--- config.mk ---
export PLATFORM = sky130hd
export DESIGN_NAME = zonal_coef_gate
export DESIGN_NICKNAME = d
export VERILOG_FILES = /design/src/rtl/zcg_pkg.sv /design/src/rtl/zcg_tile_walk.sv /design/src/rtl/zcg_store.sv /design/src/rtl/zcg_load.sv /design/src/rtl/zonal_coef_gate.sv
export SDC_FILE = /design/constraint.sdc
export NUM_CORES = 1
export LEC_CHECK = 0
export BUFFER_PORTS_ARGS = -buffer_cell sky130_fd_sc_hd__buf_2
export CORE_MARGIN = 5
export CORE_UTILIZATION = 52
export DETAILED_ROUTE_END_ITERATION = 10
export PLACE_DENSITY = 0.89
export SLEW_MARGIN = 5
export SYNTH_ARGS = -nofsm -noshare
export SYNTH_HDL_FRONTEND = slang
export SYNTH_SLANG_ARGS = --single-unit
export TNS_END_PERCENT = 100
--- constraint.sdc ---
create_clock -name clk -period 2.86 [get_ports clk]
set_input_delay 0.143 -clock clk [delete_from_list [all_inputs] [get_ports clk]]
set_output_delay 0.143 -clock clk [all_outputs]
set_load 0.005 [all_outputs]
--- src/rtl/zcg_pkg.sv ---
package zcg_pkg;
  localparam int TILE_SIDE = 8;
  localparam int POS_W     = $clog2(TILE_SIDE);

  // Zone side from a raw level: 0 -> 1, above TILE_SIDE -> TILE_SIDE.
  function automatic logic [3:0] zone_side(input logic [3:0] lvl);
    if (lvl == 4'd0)                 return 4'd1;
    else if (lvl >= 4'(TILE_SIDE))   return 4'(TILE_SIDE);
    else                             return lvl;
  endfunction
endpackage

--- src/rtl/zcg_tile_walk.sv ---
module zcg_tile_walk
  import zcg_pkg::*;
#(
  parameter int TILE_W = 16
) (
  input  logic              clk,
  input  logic              rst_n,
  input  logic              clr_i,
  input  logic              adv_i,
  input  logic [TILE_W-1:0] tiles_i,
  output logic [POS_W-1:0]  row_o,
  output logic [POS_W-1:0]  col_o,
  output logic              last_o
);
  localparam logic [POS_W-1:0] EDGE = POS_W'(TILE_SIDE - 1);

  logic [POS_W-1:0]  row_q, row_d, col_q, col_d;
  logic [TILE_W-1:0] tile_q, tile_d;
  logic              tile_end;

  assign tile_end = (row_q == EDGE) && (col_q == EDGE);
  assign last_o   = tile_end && (tile_q == tiles_i - TILE_W'(1));
  assign row_o    = row_q;
  assign col_o    = col_q;

  always_comb begin
    row_d  = row_q;
    col_d  = col_q;
    tile_d = tile_q;
    if (clr_i) begin
      row_d  = '0;
      col_d  = '0;
      tile_d = '0;
    end else if (adv_i) begin
      col_d = col_q + POS_W'(1);
      if (col_q == EDGE) row_d = row_q + POS_W'(1);
      if (tile_end)      tile_d = tile_q + TILE_W'(1);
    end
  end

  always_ff @(posedge clk or negedge rst_n) begin
    if (!rst_n) begin
      row_q  <= '0;
      col_q  <= '0;
      tile_q <= '0;
    end else if (clr_i || adv_i) begin
      row_q  <= row_d;
      col_q  <= col_d;
      tile_q <= tile_d;
    end
  end
endmodule

--- src/rtl/zcg_store.sv ---
module zcg_store
  import zcg_pkg::*;
#(
  parameter int ADDR_W = 19,
  parameter int WORD_W = 36,
  parameter int TILE_W = 16
) (
  input  logic              clk,
  input  logic              rst_n,
  input  logic [3:0]        level_i,
  input  logic [TILE_W-1:0] tiles_i,
  input  logic              start_i,
  input  logic [ADDR_W-1:0] base_i,
  input  logic              ready_i,
  input  logic [WORD_W-1:0] coef_i,
  output logic              busy_o,
  output logic              xf_rst_o,
  output logic              we_o,
  output logic [ADDR_W-1:0] addr_o,
  output logic [WORD_W-1:0] data_o
);
  logic              busy_q, busy_d;
  logic [3:0]        side_q, side_d;
  logic [TILE_W-1:0] tiles_q, tiles_d;
  logic [ADDR_W-1:0] ptr_q, ptr_d;
  logic [POS_W-1:0]  row, col;
  logic              last, go, adv, keep;

  assign go   = start_i && !busy_q;
  assign adv  = busy_q && ready_i;
  assign keep = ({1'b0, row} < side_q) && ({1'b0, col} < side_q);

  zcg_tile_walk #(.TILE_W(TILE_W)) u_walk (
    .clk(clk), .rst_n(rst_n), .clr_i(go), .adv_i(adv),
    .tiles_i(tiles_q), .row_o(row), .col_o(col), .last_o(last)
  );

  always_comb begin
    busy_d  = busy_q;
    side_d  = side_q;
    tiles_d = tiles_q;
    ptr_d   = ptr_q;
    if (go) begin
      busy_d  = 1'b1;
      side_d  = zone_side(level_i);
      tiles_d = (tiles_i == '0) ? TILE_W'(1) : tiles_i;
      ptr_d   = base_i;
    end else if (adv) begin
      if (keep) ptr_d = ptr_q + ADDR_W'(1);
      if (last) busy_d = 1'b0;
    end
  end

  always_ff @(posedge clk or negedge rst_n) begin
    if (!rst_n) begin
      busy_q  <= 1'b0;
      side_q  <= 4'd1;
      tiles_q <= TILE_W'(1);
      ptr_q   <= '0;
    end else if (go || adv) begin
      busy_q  <= busy_d;
      side_q  <= side_d;
      tiles_q <= tiles_d;
      ptr_q   <= ptr_d;
    end
  end

  assign busy_o   = busy_q;
  assign xf_rst_o = !busy_q;
  assign we_o     = adv && keep;
  assign addr_o   = ptr_q;
  assign data_o   = coef_i;
endmodule

--- src/rtl/zcg_load.sv ---
module zcg_load
  import zcg_pkg::*;
#(
  parameter int ADDR_W = 19,
  parameter int WORD_W = 36,
  parameter int TILE_W = 16,
  parameter int RD_LAT = 2
) (
  input  logic              clk,
  input  logic              rst_n,
  input  logic [3:0]        level_i,
  input  logic [TILE_W-1:0] tiles_i,
  input  logic              start_i,
  input  logic [ADDR_W-1:0] base_i,
  output logic              re_o,
  output logic [ADDR_W-1:0] addr_o,
  input  logic [WORD_W-1:0] rdata_i,
  output logic              valid_o,
  output logic [WORD_W-1:0] data_o,
  output logic              busy_o
);
  logic              act_q, act_d;
  logic [3:0]        side_q, side_d;
  logic [TILE_W-1:0] tiles_q, tiles_d;
  logic [ADDR_W-1:0] ptr_q, ptr_d;
  logic [POS_W-1:0]  row, col;
  logic              last, go, keep;
  logic [RD_LAT-1:0] vld_q, vld_d, kp_q, kp_d;

  assign busy_o = act_q || (|vld_q);
  assign go     = start_i && !busy_o;
  assign keep   = ({1'b0, row} < side_q) && ({1'b0, col} < side_q);

  zcg_tile_walk #(.TILE_W(TILE_W)) u_walk (
    .clk(clk), .rst_n(rst_n), .clr_i(go), .adv_i(act_q),
    .tiles_i(tiles_q), .row_o(row), .col_o(col), .last_o(last)
  );

  always_comb begin
    act_d   = act_q;
    side_d  = side_q;
    tiles_d = tiles_q;
    ptr_d   = ptr_q;
    if (go) begin
      act_d   = 1'b1;
      side_d  = zone_side(level_i);
      tiles_d = (tiles_i == '0) ? TILE_W'(1) : tiles_i;
      ptr_d   = base_i;
    end else if (act_q) begin
      if (keep) ptr_d = ptr_q + ADDR_W'(1);
      if (last) act_d = 1'b0;
    end
  end

  // Delay line matching the memory read latency.
  generate
    if (RD_LAT == 1) begin : g_lat1
      always_comb begin
        vld_d = act_q;
        kp_d  = act_q && keep;
      end
    end else begin : g_latn
      always_comb begin
        vld_d = {vld_q[RD_LAT-2:0], act_q};
        kp_d  = {kp_q[RD_LAT-2:0], act_q && keep};
      end
    end
  endgenerate

  always_ff @(posedge clk or negedge rst_n) begin
    if (!rst_n) begin
      act_q   <= 1'b0;
      side_q  <= 4'd1;
      tiles_q <= TILE_W'(1);
      ptr_q   <= '0;
    end else if (go || act_q) begin
      act_q   <= act_d;
      side_q  <= side_d;
      tiles_q <= tiles_d;
      ptr_q   <= ptr_d;
    end
  end

  always_ff @(posedge clk or negedge rst_n) begin
    if (!rst_n) begin
      vld_q <= '0;
      kp_q  <= '0;
    end else begin
      vld_q <= vld_d;
      kp_q  <= kp_d;
    end
  end

  assign re_o    = act_q && keep;
  assign addr_o  = ptr_q;
  assign valid_o = vld_q[RD_LAT-1];
  assign data_o  = kp_q[RD_LAT-1] ? rdata_i : '0;
endmodule

--- src/rtl/zonal_coef_gate.sv ---
module zonal_coef_gate #(
  parameter int ADDR_W = 19,
  parameter int COEF_W = 12,
  parameter int LANES  = 3,
  parameter int TILE_W = 16,
  parameter int RD_LAT = 2
) (
  input  logic                    clk,
  input  logic                    rst_n,
  input  logic [3:0]              level_i,
  input  logic [TILE_W-1:0]       tiles_i,
  input  logic                    wr_start_i,
  input  logic [ADDR_W-1:0]       wr_base_i,
  input  logic                    xf_ready_i,
  input  logic [COEF_W*LANES-1:0] xf_coef_i,
  output logic                    xf_rst_o,
  output logic                    wr_busy_o,
  output logic                    mw_en_o,
  output logic [ADDR_W-1:0]       mw_addr_o,
  output logic [COEF_W*LANES-1:0] mw_data_o,
  input  logic                    rd_start_i,
  input  logic [ADDR_W-1:0]       rd_base_i,
  output logic                    mr_en_o,
  output logic [ADDR_W-1:0]       mr_addr_o,
  input  logic [COEF_W*LANES-1:0] mr_data_i,
  output logic                    co_valid_o,
  output logic [COEF_W*LANES-1:0] co_data_o,
  output logic                    rd_busy_o
);
  localparam int WORD_W = COEF_W * LANES;

  zcg_store #(.ADDR_W(ADDR_W), .WORD_W(WORD_W), .TILE_W(TILE_W)) u_store (
    .clk(clk), .rst_n(rst_n), .level_i(level_i), .tiles_i(tiles_i),
    .start_i(wr_start_i), .base_i(wr_base_i), .ready_i(xf_ready_i),
    .coef_i(xf_coef_i), .busy_o(wr_busy_o), .xf_rst_o(xf_rst_o),
    .we_o(mw_en_o), .addr_o(mw_addr_o), .data_o(mw_data_o)
  );

  zcg_load #(.ADDR_W(ADDR_W), .WORD_W(WORD_W), .TILE_W(TILE_W),
             .RD_LAT(RD_LAT)) u_load (
    .clk(clk), .rst_n(rst_n), .level_i(level_i), .tiles_i(tiles_i),
    .start_i(rd_start_i), .base_i(rd_base_i), .re_o(mr_en_o),
    .addr_o(mr_addr_o), .rdata_i(mr_data_i), .valid_o(co_valid_o),
    .data_o(co_data_o), .busy_o(rd_busy_o)
  );
endmodule

# After elaboration in Yosys (flattened, before gate mapping)
# Index checks and enable logic that the tools add are counted.
word_totals:
  reg_bits: 128
  inputBits: 135
  output_inout_bits: 116
op_classes:
  n_addsub: 10
  magnitude_cmp: 5
  n_eq_ne: 6
  n_mux: 32
  n_reduce_logical: 39
op_table:
  columns: ["operator", "count"]
  rows:
  - ["19-bit 2-to-1 mux", 6]
  - ["16-bit 2-to-1 mux", 7]
  - ["19-bit by 1-bit adder with 19-bit output (second input constant)", 2]
  - ["36-bit 2-to-1 mux", 1]
  - ["16-bit by 1-bit adder with 16-bit output (second input constant)", 2]
  - ["16-bit equality test", 2]
  - ["16-bit by 1-bit subtractor with 16-bit output (second input constant)", 2]
  - ["3-bit 2-to-1 mux", 10]
  - ["3-bit AND reduction", 7]
  - ["2-bit nonzero test", 9]
  - ["16-bit zero test", 1]
  - ["3-bit by 4-bit < comparator with 1-bit output", 4]
  - ["3-bit by 1-bit adder with 3-bit output (second input constant)", 4]
  - ["3-bit equality test (second input constant)", 4]
  - ["1-bit logical AND", 11]
  - ["4-bit 2-to-1 mux", 2]
  - ["2-bit AND reduction", 4]
  - ["1-bit 2-to-1 mux", 6]
  - ["4-bit >= comparator (second input constant)", 1]
  - ["4-bit zero test", 1]
  - ["1-bit logical OR", 3]
  - ["1-bit zero test", 2]
  - ["2-bit OR reduction", 1]

# Longest topological paths before layout
logic_depth:
  word_depth: 6
  mapped_depth: 9

# By module
# Synthesis repeated with hierarchy kept, for this count alone.
hier_totals:
  cells_unflattened: 962
  hier_area_um2: 8192.9
by_module_without_submodules:
  columns: ["module", "instances", "cells_each", "area_each_um2", "seq_area_each_um2"]
  rows:
  - ["zcg_load", 1, 283, 2467.4, 1103.6]
  - ["zcg_store", 1, 284, 2368.5, 1003.5]
  - ["zcg_tile_walk (u_store.u_walk)", 1, 199, 1692.9, 550.5]
  - ["zcg_tile_walk (u_load.u_walk)", 1, 196, 1664.1, 550.5]

# Worst setup path before layout
# Ideal clock, no wire load.
synth_path:
  kind: "flip-flop to flip-flop"
  startpoint: "reg u_store.tiles_q[0]"
  endpoint: "reg u_store.busy_q (netlist: u_store.busy_o)"
  setup_time_ps: 138
  arrival_time_ps: 2203
  path_slack_ps: 519
  path_stages_with_launch: 9
  path_buffers: 0
  period_less_slack_ps: 2341
  path_cell_list: "dfstp_2 inv_1 ha_1 xnor2_1 nor3_1 o211ai_1 or4b_1 a2111oi_2 a31oi_1"
synth_via:
  elab_chain_cells: 5
synth_lines:
  columns: ["item", "line_no", "text"]
  rows:
  - ["from (decl)", "zcg_store.sv:24", "logic [TILE_W-1:0] tiles_q, tiles_d;"]
  - ["from (signal assigned)", "zcg_store.sv:63", "tiles_q <= tiles_d;"]
  - ["16-bit by 1-bit subtractor with 16-bit output", "zcg_tile_walk.sv:22", "assign last_o = tile_end && (tile_q == tiles_i - TILE_W'(1));"]
  - ["16-bit equality test", "zcg_tile_walk.sv:22", null]
  - ["1-bit logical AND", "zcg_tile_walk.sv:22", null]
  - ["2-bit nonzero test (no source line)", null, null]
  - ["3-bit AND reduction (no source line)", null, null]
  - ["to (signal assigned)", "zcg_store.sv:61", "busy_q <= busy_d;"]
  - ["to (decl)", "zcg_store.sv:22", "logic busy_q, busy_d;"]
# No other way between the ends.
# A chain may end at the register's enable or synchronous reset.

# Final worst setup path
# Same ends and word-level chain as after synthesis.

==> metrics.md <==
| Metric | Value |
|---|---|
| Status | completed |
| Hold buffers post-CTS | 48 |
| CTS root buf | clkbuf_16 |
| WL met3 | 1.61 mm |
| Clock Skew | 0.00724 ns |
| Post-synthesis cell count | 909 |
| DR iter-0 viols | 562 |
| Post_cts resized | 0 |
| Total power | 7.14 mW |
| Area contributors post-synth | dfrtp_1 (40%), nand2_1 (7.8%), xnor2_1 (5.8%), xor2_1 (4.5%), ha_1 (3.5%) |
| Post-synth EDFFs | 0 |
| Critical Path End Type | flip-flop |
| 1st-pass router iterations | 5 |
| Most common cell in the synthesized netlist | nand2_1 |
| Syn nets | 1066 |
| Slew Limit Fails | 0 |
| CTS H-Tree Depth | 4 |
| Num rows | 44 |
| Cell Chain, Critical Path | inv_1 -> ha_1 -> xnor2_1 -> nor3_1 -> o211ai_1 -> or4b_1 -> a2111oi_2 -> a31oi_1 |
| Buffer count from post-CTS setup fixing | 0 |
| Crit path launch type | flip-flop |
| Die height | 133 microns |
| CORE AREA | 0.0146 sq mm |
| Placed Area | 0.00866 sq mm |
| Vias | 7194 |
| Fmax | 391 MHz |
| Post-route DRC | 0 |
| PD cells | 739 mW/mm^2 |
| WP buf/inv | 1 |
| Final setup TNS | 0 ns |
| Slew @ Worst Pin | 0.847 ns |
| Unique masters post-synth | 57 |
| Port-buffer cells | 178 |
| Routed length on met2 | 11.2 mm |
| Die width | 133 microns |
| Max-slew headroom | 0.430 |
| Antenna viol nets, final | 0 |
| Largest net degree at the start of global routing | 67 |
| Detailed placement HPWL | 15.6 mm |
| RePlAce Congestion | 0.865 |
| Die ar. | 0.0176 sq mm |
| Post-route minimum period | 2.56 ns |
| Period utilization | 0.895 |
| Asr flop ratio synth | 1.00 |
| Prevailing post-synth register cell | dfrtp_1 |
| CP Class | reg2reg |
| Num CTS Buffers | 17 |
| Leakage | 4.45 nW |
| Clk pin slew, worst setup/hold paths | 0.06 ns |
| CP arrival | 2.83 ns |
| Share of post-route cells with drive strength above 1 | 0.218 |
| Largest incremental delay on the critical path | 0.57 ns |
| Grt ovf | 0 |
| Post-Syn Area per Cell | 8.62 sq um |
| First-pass GRT wire length | 35.9 mm |
| Final Cell Area | 0.00967 sq mm |
| Cell family with most CP delay | simple AND/OR/NAND/NOR gates |
| Avg WL per Cell | 17.1 microns |
| Post-Route M1 WL | 8.57 mm |
| Layout Nets | 1249 |
| Netlist Area Pre-Place | 0.00783 sq mm |
| Num Clock Sinks | 128 |
| Total Routing Usage GR | 0.252 |
| Worst EP required | 3.13 ns |
| Register area | 0.00321 sq mm |
| Sequential area share after synthesis | 0.410 |
| Pre-CTS WS | 0.294 ns |
| Vias in the first global route | 7215 |
| Peak supply drop | 0.480 mV |
| Final Hold Viols | 0 |
| Area growth syn-to-layout | 23.4% |
| Multi-input gate area | 0.00413 sq mm |
| Mean number of vias per cell | 5.58 |
| Highest Signal Layer | met4 |
| IO Pins | 251 |
| Max-Cap Viols | 0 |
| Syn. warnings | 0 |
| Min-delay worst type | in2reg |
| Initial Utilization | 0.535 |
| CP Max Fanout | 5 |
| Initial antenna violation count | 1 |
| CTS tree | yes |
| Clock tree buffer depth | 2 |
| Final Worst Setup Slack | 0.300 ns |
| Largest area contributor in the netlist | dfrtp_1 |
| Slowest cell on crit path | dfstp_2 |
| Clk_lat worst skew | 0.42 ns |
| Area fraction of the dominant cell type after synthesis | 0.396 |
| Filler cell count | 1119 |
| Final setup vio count | 0 |
| Unrepaired setup endpoints after global routing | no |
| Synthesized flop and latch total | 128 |
| Synth top cells by count | nand2_1 (163), dfrtp_1 (124), nor2_1 (64), o21ai_0 (53), xnor2_1 (52) |
| Routed WL | 22.1 mm |
-- final timing paths --
check	end	from	slack, ns	depth (start not counted)
setup / recovery	u_store.busy_o	u_store.tiles_q[0]	0.30	8
hold / removal	u_store.addr_o[13]	wr_base_i[13]	0.02	3
setup reg to reg	u_store.busy_o	u_store.tiles_q[0]	0.30	8
hold reg to reg	u_load.kp_q[1]	u_load.kp_q[0]	0.35	0
max in group asynchronous	u_load.tiles_q[0]	rst_n	1.73	3
min in group asynchronous	u_store.u_walk.tile_q[9]	rst_n	0.30	2
-- layout by cell type, fill, tap and decap left out, types with 5 or more instances in the layout --
cell type      netlist  final
a31oi_1             15     15
dfrtp_1            124    124
a21oi_1             25     25
or2_2                6      6
ha_1                22     22
clkinv_2             0      7
nand4_1             12     12
nor4_1              10     10
xnor2_1             52     52
nand3_1             34     34
nand2b_1            13     13
buf_4               36     12
and3_1              15     15
a211oi_1             9      9
or3_1               13     13
inv_1               24     24
dlygate4sd3_1        0     48
buf_2                2    177
mux2i_1              8      8
clkbuf_16            0     17
o21ai_0             53     53
nor2_1              64     64
o31ai_1              7      7
nand2_1            163    163
xor2_1              40     40
o211ai_1             5      5
nor3_1              17     17
or4_1               10     10
and2_1              37     37
a2111oi_0            5      5
-- tightest hold or removal path, cell delays in order --
cell	delay, ns
buf_2	0.08
nor2_1	0.05
a31oi_1	0.12
-- where the power goes --
group | switching (mW) | internal [mW] | total, mW | leakage (nW)
registers | 0.623 | 2.27 | 2.90 | 1.58
clock network | 0.745 | 1.18 | 1.93 | 0.269
logic | 1.19 | 1.13 | 2.32 | 2.60
-- per-stage QoR --
stage | instances | hold WS [ns] | util
after detailed placement | 1209 | 0.230 | 0.591
final | 1289 | 0.0152 | 0.660
after global placement | 1209 | 0.222 | 0.591
after floorplan | 909 | -0.153 | -
after CTS | 1288 | 0.000365 | 0.660
after global routing | 1289 | 0.0225 | 0.660
-- layer usage --
layer / global-route usage / up-vias
li1: - / 3465
met1: 0.291 / 3378
met2: 0.438 / 301
met3: 0.0740 / 50
met4: 0.105 / 0
met5: 0 / -
-- flip-flops by register name (all words and copies together) (netlist names), 3 cells and up --
register and cells:
u_store.tiles_q 16, u_load.side_q 4, u_store.u_walk.col_o 3, u_load.tiles_q 16, u_store.u_walk.row_o 3, u_store.u_walk.tile_q 16, u_load.u_walk.row_o 3, u_load.addr_o 19
u_load.u_walk.tile_q 16, u_store.addr_o 19, u_store.side_q 4, u_load.u_walk.col_o 3
-- final cells by class --
type | instances | share of cell area
flip-flops and latches | 128 | 0.332
diodes | 1 | 0.000259
well taps | 184 | 0.0238
inverters | 25 | 0.00971
repair buffers | 238 | 0.153
clock inverters | 7 | 0.00362
clock buffers | 24 | 0.0509
multi-input cells | 682 | 0.427
-- logic make-up after synthesis --
family | share of synthesized area
flip-flops | 0.410
adder cells (fa/ha/maj) | 0.0351
AND/OR/NAND/NOR | 0.258
XOR/XNOR | 0.103
AO/OA/AOI/OAI | 0.116
multiplexers | 0.0131
buffers and inverters | 0.0650
(Power assumes the default switching activity.)
